## src/rtl/reloc_pkg.sv

```systemverilog
package reloc_pkg;

  // Supervisor register select codes
  typedef enum logic [1:0] {
    SREG_MAIN_BASE = 2'd0,
    SREG_MAIN_LEN  = 2'd1,
    SREG_EXT_BASE  = 2'd2,
    SREG_EXT_LEN   = 2'd3
  } sreg_sel_e;

  // Space select on the request side
  typedef enum logic {
    SPACE_MAIN = 1'b0,
    SPACE_EXT  = 1'b1
  } space_e;

endpackage

```

## src/rtl/reloc_rst_sync.sv

```systemverilog
module reloc_rst_sync (
  input  logic clk,
  input  logic rst_n,
  output logic rst_sync_n
);

  logic [1:0] stage_q;

  always_ff @(posedge clk or negedge rst_n) begin
    if (!rst_n) stage_q <= 2'b00;
    else        stage_q <= {stage_q[0], 1'b1};
  end

  assign rst_sync_n = stage_q[1];

endmodule

```

## src/rtl/reloc_space.sv

```systemverilog
module reloc_space #(
  parameter int AW         = 18,
  parameter int RELW       = 24,
  parameter bit TOPBIT_CHK = 1'b0
) (
  input  logic            clk,
  input  logic            rst_n,
  input  logic            wr_base_i,
  input  logic            wr_len_i,
  input  logic [AW-1:0]   wr_data_i,
  input  logic [RELW-1:0] rel_i,
  input  logic            legacy_i,
  output logic [AW-1:0]   abs_o,
  output logic            ok_o
);

  logic [AW-1:0]   base_q, base_d;
  logic [AW-1:0]   len_q,  len_d;
  logic [RELW-1:0] len_w;
  logic            top_bad;

  // next-state: clock enables written out
  always_comb begin
    base_d = base_q;
    len_d  = len_q;
    if (wr_base_i) base_d = wr_data_i;
    if (wr_len_i)  len_d  = wr_data_i;
  end

  always_ff @(posedge clk or negedge rst_n) begin
    if (!rst_n) begin
      base_q <= '0;
      len_q  <= '0;
    end else begin
      base_q <= base_d;
      len_q  <= len_d;
    end
  end

  // bound check on the relative address, ahead of the adder
  always_comb begin
    len_w   = RELW'(len_q);
    top_bad = TOPBIT_CHK && legacy_i && rel_i[AW-1];
    ok_o    = (rel_i < len_w) && !top_bad;
    abs_o   = base_q + rel_i[AW-1:0];
  end

endmodule

```

## src/rtl/reloc_out.sv

```systemverilog
module reloc_out #(
  parameter int XW = 24
) (
  input  logic          clk,
  input  logic          rst_n,
  input  logic          req_i,
  input  logic          sel_ext_i,
  input  logic          clr_i,
  input  logic          main_ok_i,
  input  logic [XW-1:0] main_abs_i,
  input  logic          ext_ok_i,
  input  logic [XW-1:0] ext_abs_i,
  output logic [XW-1:0] abs_o,
  output logic          vld_o,
  output logic          err_o
);

  logic [XW-1:0] abs_q, abs_d, pick_addr;
  logic          vld_q, vld_d, err_q, err_d;
  logic          pick_ok, issue, fault;

  always_comb begin
    pick_ok   = sel_ext_i ? ext_ok_i  : main_ok_i;
    pick_addr = sel_ext_i ? ext_abs_i : main_abs_i;
    issue     = req_i && pick_ok;
    fault     = req_i && !pick_ok;
    vld_d     = issue;
    err_d     = fault || (err_q && !clr_i);
    abs_d     = issue ? pick_addr : abs_q;
  end

  always_ff @(posedge clk or negedge rst_n) begin
    if (!rst_n) begin
      abs_q <= '0;
      vld_q <= 1'b0;
      err_q <= 1'b0;
    end else begin
      abs_q <= abs_d;
      vld_q <= vld_d;
      err_q <= err_d;
    end
  end

  assign abs_o = abs_q;
  assign vld_o = vld_q;
  assign err_o = err_q;

endmodule

```

## src/rtl/reloc_unit.sv

```systemverilog
module reloc_unit
  import reloc_pkg::*;
#(
  parameter int CM_AW = 18,
  parameter int XS_AW = 24
) (
  input  logic             clk,
  input  logic             rst_n,
  input  logic             req_i,
  input  logic             sel_ext_i,
  input  logic [XS_AW-1:0] rel_addr_i,
  input  logic             legacy_i,
  input  logic             sup_we_i,
  input  logic [1:0]       sup_reg_i,
  input  logic [XS_AW-1:0] sup_data_i,
  input  logic             sup_clr_err_i,
  output logic [XS_AW-1:0] abs_addr_o,
  output logic             vld_o,
  output logic             err_o
);

  logic             rst_int_n;
  logic             wr_mb, wr_ml, wr_eb, wr_el;
  logic [CM_AW-1:0] main_abs;
  logic [XS_AW-1:0] main_abs_w;
  logic [XS_AW-1:0] ext_abs;
  logic             main_ok, ext_ok;

  reloc_rst_sync i_rst_sync (
    .clk        (clk),
    .rst_n      (rst_n),
    .rst_sync_n (rst_int_n)
  );

  always_comb begin
    wr_mb = sup_we_i && (sreg_sel_e'(sup_reg_i) == SREG_MAIN_BASE);
    wr_ml = sup_we_i && (sreg_sel_e'(sup_reg_i) == SREG_MAIN_LEN);
    wr_eb = sup_we_i && (sreg_sel_e'(sup_reg_i) == SREG_EXT_BASE);
    wr_el = sup_we_i && (sreg_sel_e'(sup_reg_i) == SREG_EXT_LEN);
  end

  reloc_space #(.AW(CM_AW), .RELW(XS_AW), .TOPBIT_CHK(1'b1)) i_main (
    .clk       (clk),
    .rst_n     (rst_int_n),
    .wr_base_i (wr_mb),
    .wr_len_i  (wr_ml),
    .wr_data_i (sup_data_i[CM_AW-1:0]),
    .rel_i     (rel_addr_i),
    .legacy_i  (legacy_i),
    .abs_o     (main_abs),
    .ok_o      (main_ok)
  );

  reloc_space #(.AW(XS_AW), .RELW(XS_AW), .TOPBIT_CHK(1'b0)) i_ext (
    .clk       (clk),
    .rst_n     (rst_int_n),
    .wr_base_i (wr_eb),
    .wr_len_i  (wr_el),
    .wr_data_i (sup_data_i),
    .rel_i     (rel_addr_i),
    .legacy_i  (legacy_i),
    .abs_o     (ext_abs),
    .ok_o      (ext_ok)
  );

  assign main_abs_w = XS_AW'(main_abs);

  reloc_out #(.XW(XS_AW)) i_out (
    .clk        (clk),
    .rst_n      (rst_int_n),
    .req_i      (req_i),
    .sel_ext_i  (sel_ext_i),
    .clr_i      (sup_clr_err_i),
    .main_ok_i  (main_ok),
    .main_abs_i (main_abs_w),
    .ext_ok_i   (ext_ok),
    .ext_abs_i  (ext_abs),
    .abs_o      (abs_addr_o),
    .vld_o      (vld_o),
    .err_o      (err_o)
  );

endmodule

```

## config.mk

```make
export PLATFORM = sky130hd
export DESIGN_NAME = reloc_unit
export DESIGN_NICKNAME = d
export VERILOG_FILES = /design/src/rtl/reloc_pkg.sv /design/src/rtl/reloc_rst_sync.sv /design/src/rtl/reloc_space.sv /design/src/rtl/reloc_out.sv /design/src/rtl/reloc_unit.sv
export SDC_FILE = /design/constraint.sdc
export NUM_CORES = 1
export LEC_CHECK = 0
export CAP_MARGIN = 20
export CORE_ASPECT_RATIO = 2
export CORE_MARGIN = 3
export CORE_UTILIZATION = 60
export CTS_CLUSTER_DIAMETER = 40
export CTS_CLUSTER_SIZE = 16
export DETAILED_ROUTE_END_ITERATION = 12
export DONT_BUFFER_PORTS = 1
export HOLD_SLACK_MARGIN = 0.12
export PLACE_DENSITY = 0.73
export SLEW_MARGIN = 20
export SYNTH_ARGS = -nofsm -noshare
export SYNTH_HDL_FRONTEND = slang
export SYNTH_HIERARCHICAL = 1
export SYNTH_SLANG_ARGS = --single-unit
```

## constraint.sdc

```tcl
create_clock -name clk -period 6.84 [get_ports clk]
set_input_delay 1.026 -clock clk [delete_from_list [all_inputs] [get_ports clk]]
set_output_delay 1.026 -clock clk [all_outputs]
set_load 0.01 [all_outputs]
```

==> impl_metrics.json <==
{
  "start_kind": "primary input",
  "synth-main-ff-cell": "dfrtp_1",
  "cts_buffers": 9,
  "nNetsFinal": 882,
  "synth_edf_count": 0,
  "status": "complete, no violations",
  "drt_iter0_drc": 227,
  "fmax_ghz": 0.3112,
  "syn2layout_area_growth_pct": 4.890,
  "n_fill_cell": 1031,
  "finalNonFillerCells": 895,
  "final.min_clock_period_ns": 3.213,
  "place_area_mm2": 0.007677,
  "routedWlPerCell_um": 21.67,
  "dp_hpwl_um": 15560,
  "drive_gt1_frac": 0.1765,
  "register_area_mm2": 0.002806,
  "io_pins": 83,
  "die_area_mm2": 0.01413,
  "overflow": 0,
  "setup_viol": 0,
  "dp.cells": 879,
  "firstDrtPassIters": 6,
  "htreeDepth": 3,
  "worst_pin_slew_ns": 0.9708,
  "synth_cell_types": 68,
  "final_common_cell": "dfrtp_1",
  "cts_sinks": 112,
  "mostFrequentLayoutCells": "111 x dfrtp_1, 80 x ha_1, 72 x mux2_2",
  "ctsHoldBuffers": 0,
  "drv_slew": 0,
  "cts_setup_buffers": 0,
  "fin_util": 0.6498,
  "slew_headroom": 0.3528,
  "fin_area_mm2": 0.007971,
  "grt.total_usage": 0.2828,
  "cts-resized-gates": 0,
  "place_congestion": 0.9335,
  "via_per_inst": 6.198,
  "clockRootBuffer": "clkbuf_16",
  "grt_max_degree": 78,
  "finalWirelength_um": 19390,
  "core_mm2": 0.01227,
  "synth_warnings": 6,
  "synth-seq-cells": 112,
  "post-route-drc-count": 0,
  "path_clk_slew_ns": 0.08,
  "reg2reg_depth": 12,
  "grt_pass1_vias": 5847,
  "n_antenna_cell": 0,
  "multi_input_area_mm2": 0.004448,
  "worstPathRequired_ns": 7.08,
  "ir_worst_vdd_mv": 0.2323,
  "syn_avg_cell_area_um2": 10.12,
  "hp-class": "flip-flop to async pin",
  "antenna_found_initial": 0,
  "fin_setup_tns_ns": 0,
  "timing.final.crit_share": 0.4698,
  "pwr_density_cell_mw_per_mm2": 304.1,
  "fin_skew_ns": 0.01064,
  "critPathKind": "primary input to flip-flop",
  "clk_path_buf_depth": 2,
  "via_count": 5547,
  "cts_tree": "yes",
  "hold_violations": 0,
  "crit_path_end_kind": "flip-flop",
  "cp_max_fo": 25,
  "syn_area_mm2": 0.007600,
  "maxCapViolations": 0,
  "clock_latency_ns": 0.35,
  "portBuffers": 0,
  "yosysSeqAreaShare": 0.3688,
  "synth_cells": 751,
  "rsz0062_at_grt": "false",
  "async_reset_ff_frac": 1.000,
  "crit_arrival_ns": 3.45,
  "rows": 57,
  "p_leak_nw": 3.716,
  "ant_nets": 0,
  "grt_pass1_wl_um": 30170,
  "die_y_um": 165.2,
  "die_w_um": 85.58,
  "start_util": 0.6195
}
[routing by layer]
layer / share of wire / vias to the layer above / global-route usage
met5: 0 / - / 0
met4: 0.060 / 0 / 0.1635
met3: 0.047 / 67 / 0.05958
met2: 0.56 / 178 / 0.5559
met1: 0.33 / 2644 / 0.2564
li1: - / 2658 / -
[kinds of logic (layout without fill, tap and decap cells)]
| logic type | count (synthesis) | after routing | synth area share |
|---|---|---|---|
| other | 2 | 7 | 0.0009882 |
| multiplexers | 93 | 93 | 0.1469 |
| flip-flops | 112 | 112 | 0.3688 |
| buffers and inverters | 84 | 76 | 0.04857 |
| XOR/XNOR | 35 | 35 | 0.04034 |
| AO/OA/AOI/OAI | 186 | 186 | 0.1587 |
| AND/OR/NAND/NOR | 157 | 157 | 0.09878 |
| adder cells (fa/ha/maj) | 82 | 82 | 0.1370 |
[worst max-delay path, cell delays in order]
cell and delay, ns:
ha_1 0.28, a21o_1 0.15, a21o_1 0.17, a211o_1 0.28, a21oi_1 0.12, o21ai_0 0.13, a221oi_1 0.25, mux2i_1 0.22
nand2b_1 0.20, buf_4 0.26, mux2_4 0.34
[sequential cells by signal (all words and copies together), names as in the netlist]
| signal | count |
|---|---|
| i_ext/base_q | 24 |
| i_ext/len_q | 24 |
| i_main/len_q | 18 |
| i_main/base_q | 18 |
| i_out/vld_o | 1 |
| i_rst_sync/stage_q | 2 |
| i_out/err_o | 1 |
| i_out/abs_o | 24 |
[where the power goes]
part / switching, mW / internal (mW)
Combinational: 0.477 / 0.459
Clock: 0.260 / 0.257
Sequential: 0.144 / 0.825
Total: 0.882 / 1.54
[cell type report]
class                      count  area share
sequential                   112      0.3521
clock inverter                 6    0.008005
timing repair buffer           4    0.003767
tap                          147     0.02307
multi-input combinational    560      0.5580
inverter                      56     0.02637
clock buffer                  10     0.02872
[Yosys cell counts, drive strengths merged (5+ instances only)]
library cell / number / area [um2]
buf: 13 / 101.3
ha: 80 / 1001
nand3: 15 / 80.08
nand2b: 7 / 43.79
inv: 56 / 210.2
and3: 6 / 38.79
a31oi: 5 / 31.28
dfrtp: 112 / 2803
xnor2: 24 / 210.2
nand2: 67 / 251.5
a21oi: 55 / 275.3
o21ai: 59 / 306.5
mux2: 91 / 1096
xor2: 11 / 96.34
nor3: 7 / 35.03
o211ai: 7 / 67.57
clkbuf: 15 / 57.55
a21o: 26 / 195.2
nor2: 29 / 121.4
nand4: 11 / 68.82
[metrics by stage]
| step | hold WS (ns) | setup WS [ns] | power [mW] |
|---|---|---|---|
| 6_report | 0.2880 | 3.627 | 2.424 |
| 5_1_grt | 0.3323 | 3.443 | 2.580 |
| 4_1_cts | 0.3085 | 3.643 | 2.445 |
| 3_5_place_dp | 0.2998 | 3.271 | 1.922 |
| 3_3_place_gp | 0.2872 | 3.306 | 1.887 |
| 2_1_floorplan | 0.3312 | 3.489 | 1.698 |
[final timing paths]
kind	startpoint	endpoint	slack (ns)
min in group clk	i_rst_sync/stage_q[0]$_DFF_PN0_	i_rst_sync/stage_q[1]$_DFF_PN0_	0.36
max in group asynchronous	i_rst_sync/stage_q[1]$_DFF_PN0_	i_main/base_q[2]$_DFFE_PN0P_	5.19
min reg2reg	i_rst_sync/stage_q[1]$_DFF_PN0_	i_ext/len_q[14]$_DFFE_PN0P_	0.29
min	i_rst_sync/stage_q[1]$_DFF_PN0_	i_ext/len_q[14]$_DFFE_PN0P_	0.29
max reg2reg	i_ext/len_q[1]$_DFFE_PN0P_	i_out/abs_o[21]$_DFFE_PN0P_	3.91
max	rel_addr_i[1]	i_out/abs_o[21]$_DFFE_PN0P_	3.63
Power figures use the tool's default switching activity.
